**src/rtl/tcm_arb_pkg.sv**
```systemverilog
package tcm_arb_pkg;
  typedef enum logic [1:0] {
    OWN_NONE = 2'd0,
    OWN_CPU  = 2'd1,
    OWN_DMA  = 2'd2
  } owner_e;
endpackage

```
**src/rtl/tcm_arb_mux.sv**
```systemverilog
module tcm_arb_mux
  import tcm_arb_pkg::*;
#(
  parameter int AW = 8,
  parameter int DW = 16
) (
  input  logic          cpu_req_i,
  input  logic [AW-1:0] cpu_addr_i,
  input  logic          cpu_we_i,
  input  logic [DW-1:0] cpu_wdata_i,
  input  logic          dma_en_i,
  input  logic [AW-1:0] dma_addr_i,
  input  logic          dma_we_i,
  input  logic [DW-1:0] dma_wdata_i,
  output owner_e        owner_o,
  output logic          mem_cs_o,
  output logic          mem_dma_cs_o,
  output logic [AW-1:0] mem_addr_o,
  output logic          mem_we_o,
  output logic [DW-1:0] mem_wdata_o,
  output logic          cpu_stall_o
);
  always_comb begin
    if (dma_en_i)       owner_o = OWN_DMA;
    else if (cpu_req_i) owner_o = OWN_CPU;
    else                owner_o = OWN_NONE;
  end

  always_comb begin
    mem_addr_o  = cpu_addr_i;
    mem_we_o    = 1'b0;
    mem_wdata_o = cpu_wdata_i;
    unique case (owner_o)
      OWN_DMA: begin
        mem_addr_o  = dma_addr_i;
        mem_we_o    = dma_we_i;
        mem_wdata_o = dma_wdata_i;
      end
      OWN_CPU: mem_we_o = cpu_we_i;
      default: ;
    endcase
  end

  assign mem_cs_o     = owner_o != OWN_NONE;
  assign mem_dma_cs_o = owner_o == OWN_DMA;
  assign cpu_stall_o  = cpu_req_i && dma_en_i;
endmodule

```
**src/rtl/tcm_seq_tracker.sv**
```systemverilog
module tcm_seq_tracker #(
  parameter int AW = 8
) (
  input  logic          clk_i,
  input  logic          rst_ni,
  input  logic          cpu_access_i,
  input  logic          dma_access_i,
  input  logic [AW-1:0] cpu_addr_i,
  output logic          seq_o
);
  logic          hist_q;
  logic [AW-1:0] last_q;
  logic [AW-1:0] next_addr;

  assign next_addr = last_q + AW'(1);
  assign seq_o     = cpu_access_i && hist_q && (cpu_addr_i == next_addr);

  always_ff @(posedge clk_i or negedge rst_ni) begin
    if (!rst_ni) begin
      hist_q <= 1'b0;
      last_q <= '0;
    end else begin
      // only an immediately preceding processor access keeps the run alive
      hist_q <= cpu_access_i;
      if (cpu_access_i) last_q <= cpu_addr_i;
    end
  end

  p_seq_low_dma_r2: assert property (@(posedge clk_i) disable iff (!rst_ni)
    dma_access_i |-> !seq_o);
  p_replay_nonseq_r5: assert property (@(posedge clk_i) disable iff (!rst_ni)
    $past(dma_access_i) |-> !seq_o);
endmodule

```
**src/rtl/tcm_rdata_route.sv**
```systemverilog
module tcm_rdata_route
  import tcm_arb_pkg::*;
#(
  parameter int DW = 16
) (
  input  logic          clk_i,
  input  logic          rst_ni,
  input  owner_e        owner_i,
  input  logic          we_i,
  input  logic [DW-1:0] mem_rdata_i,
  output logic [DW-1:0] cpu_rdata_o,
  output logic          cpu_rvalid_o,
  output logic [DW-1:0] dma_rdata_o,
  output logic          dma_rvalid_o
);
  logic cpu_rd_q, dma_rd_q;

  always_ff @(posedge clk_i or negedge rst_ni) begin
    if (!rst_ni) begin
      cpu_rd_q <= 1'b0;
      dma_rd_q <= 1'b0;
    end else begin
      cpu_rd_q <= (owner_i == OWN_CPU) && !we_i;
      dma_rd_q <= (owner_i == OWN_DMA) && !we_i;
    end
  end

  assign cpu_rvalid_o = cpu_rd_q;
  assign dma_rvalid_o = dma_rd_q;
  assign cpu_rdata_o  = cpu_rd_q ? mem_rdata_i : '0;
  assign dma_rdata_o  = dma_rd_q ? mem_rdata_i : '0;

  p_rvalid_excl_r9: assert property (@(posedge clk_i) disable iff (!rst_ni)
    !(cpu_rvalid_o && dma_rvalid_o));
  p_cpu_rvalid_r9: assert property (@(posedge clk_i) disable iff (!rst_ni)
    (owner_i == OWN_CPU && !we_i) |=> cpu_rvalid_o);
endmodule

```
**src/rtl/tcm_dma_arbiter.sv**
```systemverilog
module tcm_dma_arbiter
  import tcm_arb_pkg::*;
#(
  parameter int AW = 8,
  parameter int DW = 16
) (
  input  logic          clk_i,
  input  logic          rst_ni,
  input  logic          cpu_req_i,
  input  logic [AW-1:0] cpu_addr_i,
  input  logic          cpu_we_i,
  input  logic [DW-1:0] cpu_wdata_i,
  output logic          cpu_stall_o,
  output logic          cpu_idle_o,
  output logic [DW-1:0] cpu_rdata_o,
  output logic          cpu_rvalid_o,
  input  logic          dma_en_i,
  input  logic [AW-1:0] dma_addr_i,
  input  logic          dma_we_i,
  input  logic [DW-1:0] dma_wdata_i,
  output logic [DW-1:0] dma_rdata_o,
  output logic          dma_rvalid_o,
  output logic          mem_cs_o,
  output logic          mem_dma_cs_o,
  output logic [AW-1:0] mem_addr_o,
  output logic          mem_we_o,
  output logic [DW-1:0] mem_wdata_o,
  output logic          mem_seq_o,
  input  logic [DW-1:0] mem_rdata_i
);
  owner_e owner;
  logic   mux_cs, mux_dma_cs, mux_stall;

  tcm_arb_mux #(.AW(AW), .DW(DW)) u_mux (
    .cpu_req_i    (cpu_req_i),
    .cpu_addr_i   (cpu_addr_i),
    .cpu_we_i     (cpu_we_i),
    .cpu_wdata_i  (cpu_wdata_i),
    .dma_en_i     (dma_en_i),
    .dma_addr_i   (dma_addr_i),
    .dma_we_i     (dma_we_i),
    .dma_wdata_i  (dma_wdata_i),
    .owner_o      (owner),
    .mem_cs_o     (mux_cs),
    .mem_dma_cs_o (mux_dma_cs),
    .mem_addr_o   (mem_addr_o),
    .mem_we_o     (mem_we_o),
    .mem_wdata_o  (mem_wdata_o),
    .cpu_stall_o  (mux_stall)
  );

  // outputs quiet while reset is held
  assign mem_cs_o     = rst_ni && mux_cs;
  assign mem_dma_cs_o = rst_ni && mux_dma_cs;
  assign cpu_stall_o  = rst_ni && mux_stall;
  assign cpu_idle_o   = !cpu_req_i;

  tcm_seq_tracker #(.AW(AW)) u_seq (
    .clk_i        (clk_i),
    .rst_ni       (rst_ni),
    .cpu_access_i (owner == OWN_CPU),
    .dma_access_i (owner == OWN_DMA),
    .cpu_addr_i   (cpu_addr_i),
    .seq_o        (mem_seq_o)
  );

  tcm_rdata_route #(.DW(DW)) u_rd (
    .clk_i        (clk_i),
    .rst_ni       (rst_ni),
    .owner_i      (owner),
    .we_i         (mem_we_o),
    .mem_rdata_i  (mem_rdata_i),
    .cpu_rdata_o  (cpu_rdata_o),
    .cpu_rvalid_o (cpu_rvalid_o),
    .dma_rdata_o  (dma_rdata_o),
    .dma_rvalid_o (dma_rvalid_o)
  );

  p_dma_addr_r1: assert property (@(posedge clk_i) disable iff (!rst_ni)
    dma_en_i |-> (mem_cs_o && mem_addr_o == dma_addr_i));
  p_stall_r3: assert property (@(posedge clk_i) disable iff (!rst_ni)
    cpu_stall_o |-> (mem_dma_cs_o && cpu_req_i));
  p_idle_r7: assert property (@(posedge clk_i) disable iff (!rst_ni)
    cpu_idle_o |-> !cpu_stall_o);
  p_dma_cs_r8: assert property (@(posedge clk_i) disable iff (!rst_ni)
    mem_dma_cs_o == dma_en_i);
endmodule

```
**config.mk**
```make
export PLATFORM = sky130hd
export DESIGN_NAME = tcm_dma_arbiter
export DESIGN_NICKNAME = d
export VERILOG_FILES = /design/src/rtl/tcm_arb_pkg.sv /design/src/rtl/tcm_arb_mux.sv /design/src/rtl/tcm_seq_tracker.sv /design/src/rtl/tcm_rdata_route.sv /design/src/rtl/tcm_dma_arbiter.sv
export SDC_FILE = /design/constraint.sdc
export NUM_CORES = 1
export LEC_CHECK = 0
export ABC_AREA = 1
export ABC_CLOCK_PERIOD_IN_PS = 2700
export CORE_MARGIN = 2
export CORE_UTILIZATION = 30
export CTS_CLUSTER_DIAMETER = 60
export DETAILED_ROUTE_END_ITERATION = 12
export HOLD_SLACK_MARGIN = 0.12
export PLACE_DENSITY = 0.81
export SLEW_MARGIN = 20
export SYNTH_ARGS = -nofsm -noshare
export SYNTH_HDL_FRONTEND = slang
export SYNTH_HIERARCHICAL = 1
export SYNTH_SLANG_ARGS = --single-unit
```
**constraint.sdc**
```tcl
create_clock -name clk_i -period 2.7 [get_ports clk_i]
set_input_delay 0.675 -clock clk_i [delete_from_list [all_inputs] [get_ports clk_i]]
set_output_delay 0.675 -clock clk_i [all_outputs]
set_load 0.02 [all_outputs]
```
; ---- After elaboration in Yosys (flattened, before gate mapping)
; Index checks and enable logic that the tools add are counted.
; W data, S select, Z words.
[word_totals]
out_inout_bits = 64
reg_bits = 11
wordCells = 26
[op_classes]
n_addsub = 1
reduce_logical = 11
n_eq_ne = 3
muxes = 7
[ops]
columns = cell, n
row1 = $mux W16, 3
row2 = $add A8 B1 Y8 const B, 1
row3 = $eq A8 B8 Y1, 1
row4 = $logic_and A1 B1 Y1, 8
row5 = $mux W8, 1
row6 = $eq A2 B1 Y1 const B, 1
row7 = $eq A2 B2 Y1 const B, 1
row8 = $logic_not A1 Y1, 2
row9 = $mux W2, 1
row10 = $pmux W1 S2, 1
row11 = $reduce_bool A2 Y1, 1
row12 = $mux W1, 1

; ---- Depth between registers and ports, before layout
[logic_depth]
ltp_word = 6
mapped_depth = 12

; ---- Cells and area by module
; The synthesis kept the hierarchy.
[by_module_without_submodules]
columns = module, area_each_um2, cells_each, instances
row1 = tcm_seq_tracker, 619.3, 82, 1
row2 = tcm_arb_mux, 367.9, 88, 1
row3 = tcm_rdata_route, 361.6, 76, 1
row4 = tcm_dma_arbiter, 41.3, 11, 1

; ---- Least setup slack after synthesis
; OpenSTA, ideal clock, no wires.
[synth_timing]
kind = input-to-output
startpoint = input port dma_en_i
endpoint = output port mem_seq_o
cell_stages = 12
arrival_ns = 2.093
n_path_buf = 3
path_slack_ns = -0.068
cell_sequence = buf_6 -> buf_4 -> nor2_1 -> inv_1 -> nor2_1 -> buf_4 -> nand2_1 -> nor2_1 -> nand3_1 -> nor2_1 -> nand3_1 -> nor2_1
[synth_between]
elab_chain_cells = 4
[synth_lines]
columns = element, line
row1 = from (decl), tcm_dma_arbiter.sv:17  ; input logic dma_en_i,
row2 = $mux W2, tcm_arb_mux.sv:24  ; if (dma_en_i) owner_o = OWN_DMA;
row3 = net owner[0], tcm_dma_arbiter.sv:31  ; owner_e owner;
row4 = $eq A2 B1 Y1, tcm_dma_arbiter.sv:61  ; .cpu_access_i (owner == OWN_CPU),
row5 = $logic_and A1 B1 Y1 (2 in series), tcm_seq_tracker.sv:16  ; assign seq_o = cpu_access_i && hist_q && (cpu_addr_i == next_addr);
row6 = to (decl), tcm_dma_arbiter.sv:28  ; output logic mem_seq_o,
; The timed path passes the listed nets, and every way through them passes these cells.

; ---- Worst setup path after layout
[layout_timing]
startpoint = input port cpu_addr_i[1]
endpoint = output port mem_seq_o
[layout_between]
elab_chain_cells = 2
[layout_lines]
columns = element, line
row1 = from (decl), tcm_dma_arbiter.sv:10  ; input logic [AW-1:0] cpu_addr_i,
row2 = $eq A8 B8 Y1, tcm_seq_tracker.sv:16
row3 = $logic_and A1 B1 Y1, tcm_seq_tracker.sv:16
; No other way between the ends.

==> metrics.md <==
| Metric | Value |
|---|---|
| Netlist area before placement | 1383 sq um |
| Cts bufs inserted | 3 |
| Critical path endpoint category | output pin |
| Gate power share | roughly 54% |
| TritonCTS sink count | 11 |
| Layout Area Growth over Synthesis | 102.7% |
| Antenna cells | 0 |
| Buffers added on ports | 133 |
| Worst setup path category | in2out |
| Worst-case clock buffer depth | 2 |
| Setup repair after global routing missed its margin | no |
| Share of total power in sequential cells | between 20% and 30% |
| Clk Latency, worst-skew pair | roughly 0.24 ns |
| Final routed wire length divided by cell count | 10.61 microns |
| Nets in the synthesized netlist | around 330 |
| Switching power as a share of total power | between 30% and 40% |
| Violation count after the first detailed-routing iteration | 47 |
| Worst relative slew slack | about three fifths |
| Max-slew violation count | 0 |
| Floorplan Core Area | about 4400 sq um |
| Critical Path End | mem_seq_o |
| Total number of yosys warnings | 6 |
| DRC viols | 0 |
| Tightest Hold Check Type | reg2reg |
| Min Clock Period, post-route | between 2 and 3 ns |
| Final Hold Violating Endpoints | 0 |
| Routability-driven placement congestion ratio | roughly 0.76 |
| Count of max-cap constraint violations | 0 |
| Maximum number of pins on one net before global-route repair | 19 |
| Worst reg2reg startpoint | u_seq/last_q[3]$_DFFE_PN0P_ |
| HPWL after DPL | roughly 4 mm |
| Detailed-route via count | between 1500 and 2000 |
| Share of cells above drive strength 1 | 10.35% |
| Number of fillers in the final layout | roughly 400 |
| Worst path max stage delay | approximately 0.55 ns |
| Worst hold path cell count | 1 |
| Worst R2R End | u_seq/last_q[3]$_DFFE_PN0P_ |
| Peak ir drop on the vdd network | ~0.16 mV |
| Worst-case register-to-register setup slack | around 1.9 ns |
| Cts hold-fix bufs | 0 |
| Cell chosen for the clock root | sky130_fd_sc_hd__clkbuf_8 |
| Non-filler instance count after layout | ~450 |
| Stages on the worst setup path | 8 |
| Int Power | between 500 and 600 uW |
| Placed insts | 444 |
| Global-route wire length before repair | just under 8 mm |
| Portion of the clock cycle consumed by the worst path in the final layout | between 90% and 100% |
| Buffers & Inverters on Critical Path | 2 |
| Switching power summed over all nets | about 310 uW |
| Worst path slowest cell | sky130_fd_sc_hd__clkdlybuf4s50_1 |
| Floorplan die width | 71.89 microns |
| Count of cells along the worst register-to-register path | 1 |
| Max Clock Skew | 0 ns |
| # rows | 24 |
| Max FO, Critical Path | 4 |
| Number of H-tree levels | 1 |
| Crit path launch | cpu_addr_i[1] |
| Leakage dissipation | 1.642 nW |
| Number of global-route vias before repair | between 1500 and 2000 |
| Synth Instances | 255 |
| Leading cell type in the layout, fill and taps excluded | sky130_fd_sc_hd__nand2_1 |
| Die ar. | between 5000 and 6000 sq um |
| Post-synthesis average cell area | between 5 and 6 sq um |
| Cell-by-cell listing of the critical path | clkdlybuf4s50_1, nor2_1, nor2_2, nand3_1, nor2_1, nand3_1, nor2_2, buf_4 |
| CP Data Arrival Time | about 1.9 ns |
| Clock power frac | around 20% |
| Delay-heaviest family, CP | buffers and inverters |
| Vias per Instance | approximately 4.4 |
| CTS tree | yes |
| Run status | completed |
| Post-detailed-placement cell area | roughly 2800 sq um |
| Die Height | 71.89 microns |
| PwrDens | around 300 nW/um^2 |
| Initial standard-cell utilization of the core | 31.54% |
| Startpoint class of the critical path | primary input |
| Data required, critical path | between 2 and 2.5 ns |
| Number of detailed-routing iterations run before antenna repair | 4 |
| Antenna Violating Nets Remaining | 0 |
| Transition time of the tightest slew-check pin | between 0.5 and 0.6 ns |
| Overall routed net length | 4.755 mm |
| Initial antenna violation count | 0 |
| GRT Residual Overflow | 0 |
| Net count, final | 468 |
| Most frequent cells in the layout | 138 x sky130_fd_sc_hd__nand2_1, 102 x sky130_fd_sc_hd__clkdlybuf4s50_1, 49 x sky130_fd_sc_hd__inv_1 |
| Clock transition at the registers of the reported paths | 0.05 ns |
| Boundary pin count | ~130 |
| Accumulated negative setup slack | 0 ns |
| All-Layer GR Usage | around a fifth |
| Fin area | 2803 sq um |
| Fmax achieved | just under 400 MHz |
| Count of endpoints failing setup in the final report | 0 |
## repair_timing
| action | in CTS | in global routing |
|---|---|---|
| gates cloned | 0 | 0 |
| pin swaps | 0 | 3 |
| setup endpoints to repair | 29 | 1 |
| gates resized for setup | 54 | 6 |
| setup buffers | 0 | 0 |
## worst min-delay path by stage
stage	startpoint	endpoint
2_1_floorplan	rst_ni	u_rd/cpu_rvalid_o$_DFF_PN0_
3_3_place_gp	u_seq/last_q[7]$_DFFE_PN0P_	u_seq/last_q[7]$_DFFE_PN0P_
3_5_place_dp	u_seq/last_q[7]$_DFFE_PN0P_	u_seq/last_q[7]$_DFFE_PN0P_
4_1_cts	u_seq/last_q[7]$_DFFE_PN0P_	u_seq/last_q[7]$_DFFE_PN0P_
5_1_grt	u_seq/last_q[7]$_DFFE_PN0P_	u_seq/last_q[7]$_DFFE_PN0P_
6_report	u_seq/last_q[7]$_DFFE_PN0P_	u_seq/last_q[7]$_DFFE_PN0P_
## sequential cells by signal, indices dropped and copies added (netlist names)
| register | cells |
|---|---|
| u_rd/cpu_rvalid_o | 1 |
| u_rd/dma_rvalid_o | 1 |
| u_seq/hist_q | 1 |
| u_seq/last_q | 8 |
## per-stage QoR
| stage | hold slack [ns] | util (%) | power [mW] | setup WS, ns |
|---|---|---|---|---|
| global route | 0.5537 | 63.93 | 0.9103 | 0.03022 |
| finish | 0.5367 | 63.93 | 0.8475 | 0.1205 |
| detailed placement | 0.5237 | 63.81 | 0.7050 | -0.6713 |
| CTS | 0.5350 | 63.78 | 0.8526 | -0.1395 |
| global placement | 0.5227 | 63.81 | 0.6946 | -0.6474 |
| floorplan | 0.3794 | - | 0.4555 | 0.04164 |
## cell type report
type	instances	area (sq um)	share of cell area, %
repair buffers	149	1411	50.36
multi-input cells	181	812.0	28.97
well taps	52	65.06	2.321
clock buffers	4	45.04	1.607
flip-flops and latches	11	275.3	9.821
inverters	51	193.9	6.920
## power groups by stage
stage	clock network (mW)	registers, mW	logic (mW)
detailed placement	0	0.230	0.475
finish	0.167	0.228	0.453
floorplan	0	0.218	0.237
global placement	0	0.228	0.466
CTS	0.171	0.227	0.454
global route	0.177	0.233	0.500
## layer usage
metal  up-vias  wire, microns  global-route usage, %
met1       834           1802                  20.02
met4         0             93                  7.128
li1       1010              -                      -
met2       115           2315                  36.42
met5         -              0                      0
met3         9            543                  4.501
Note: power is estimated with default switching activity, not from simulation.
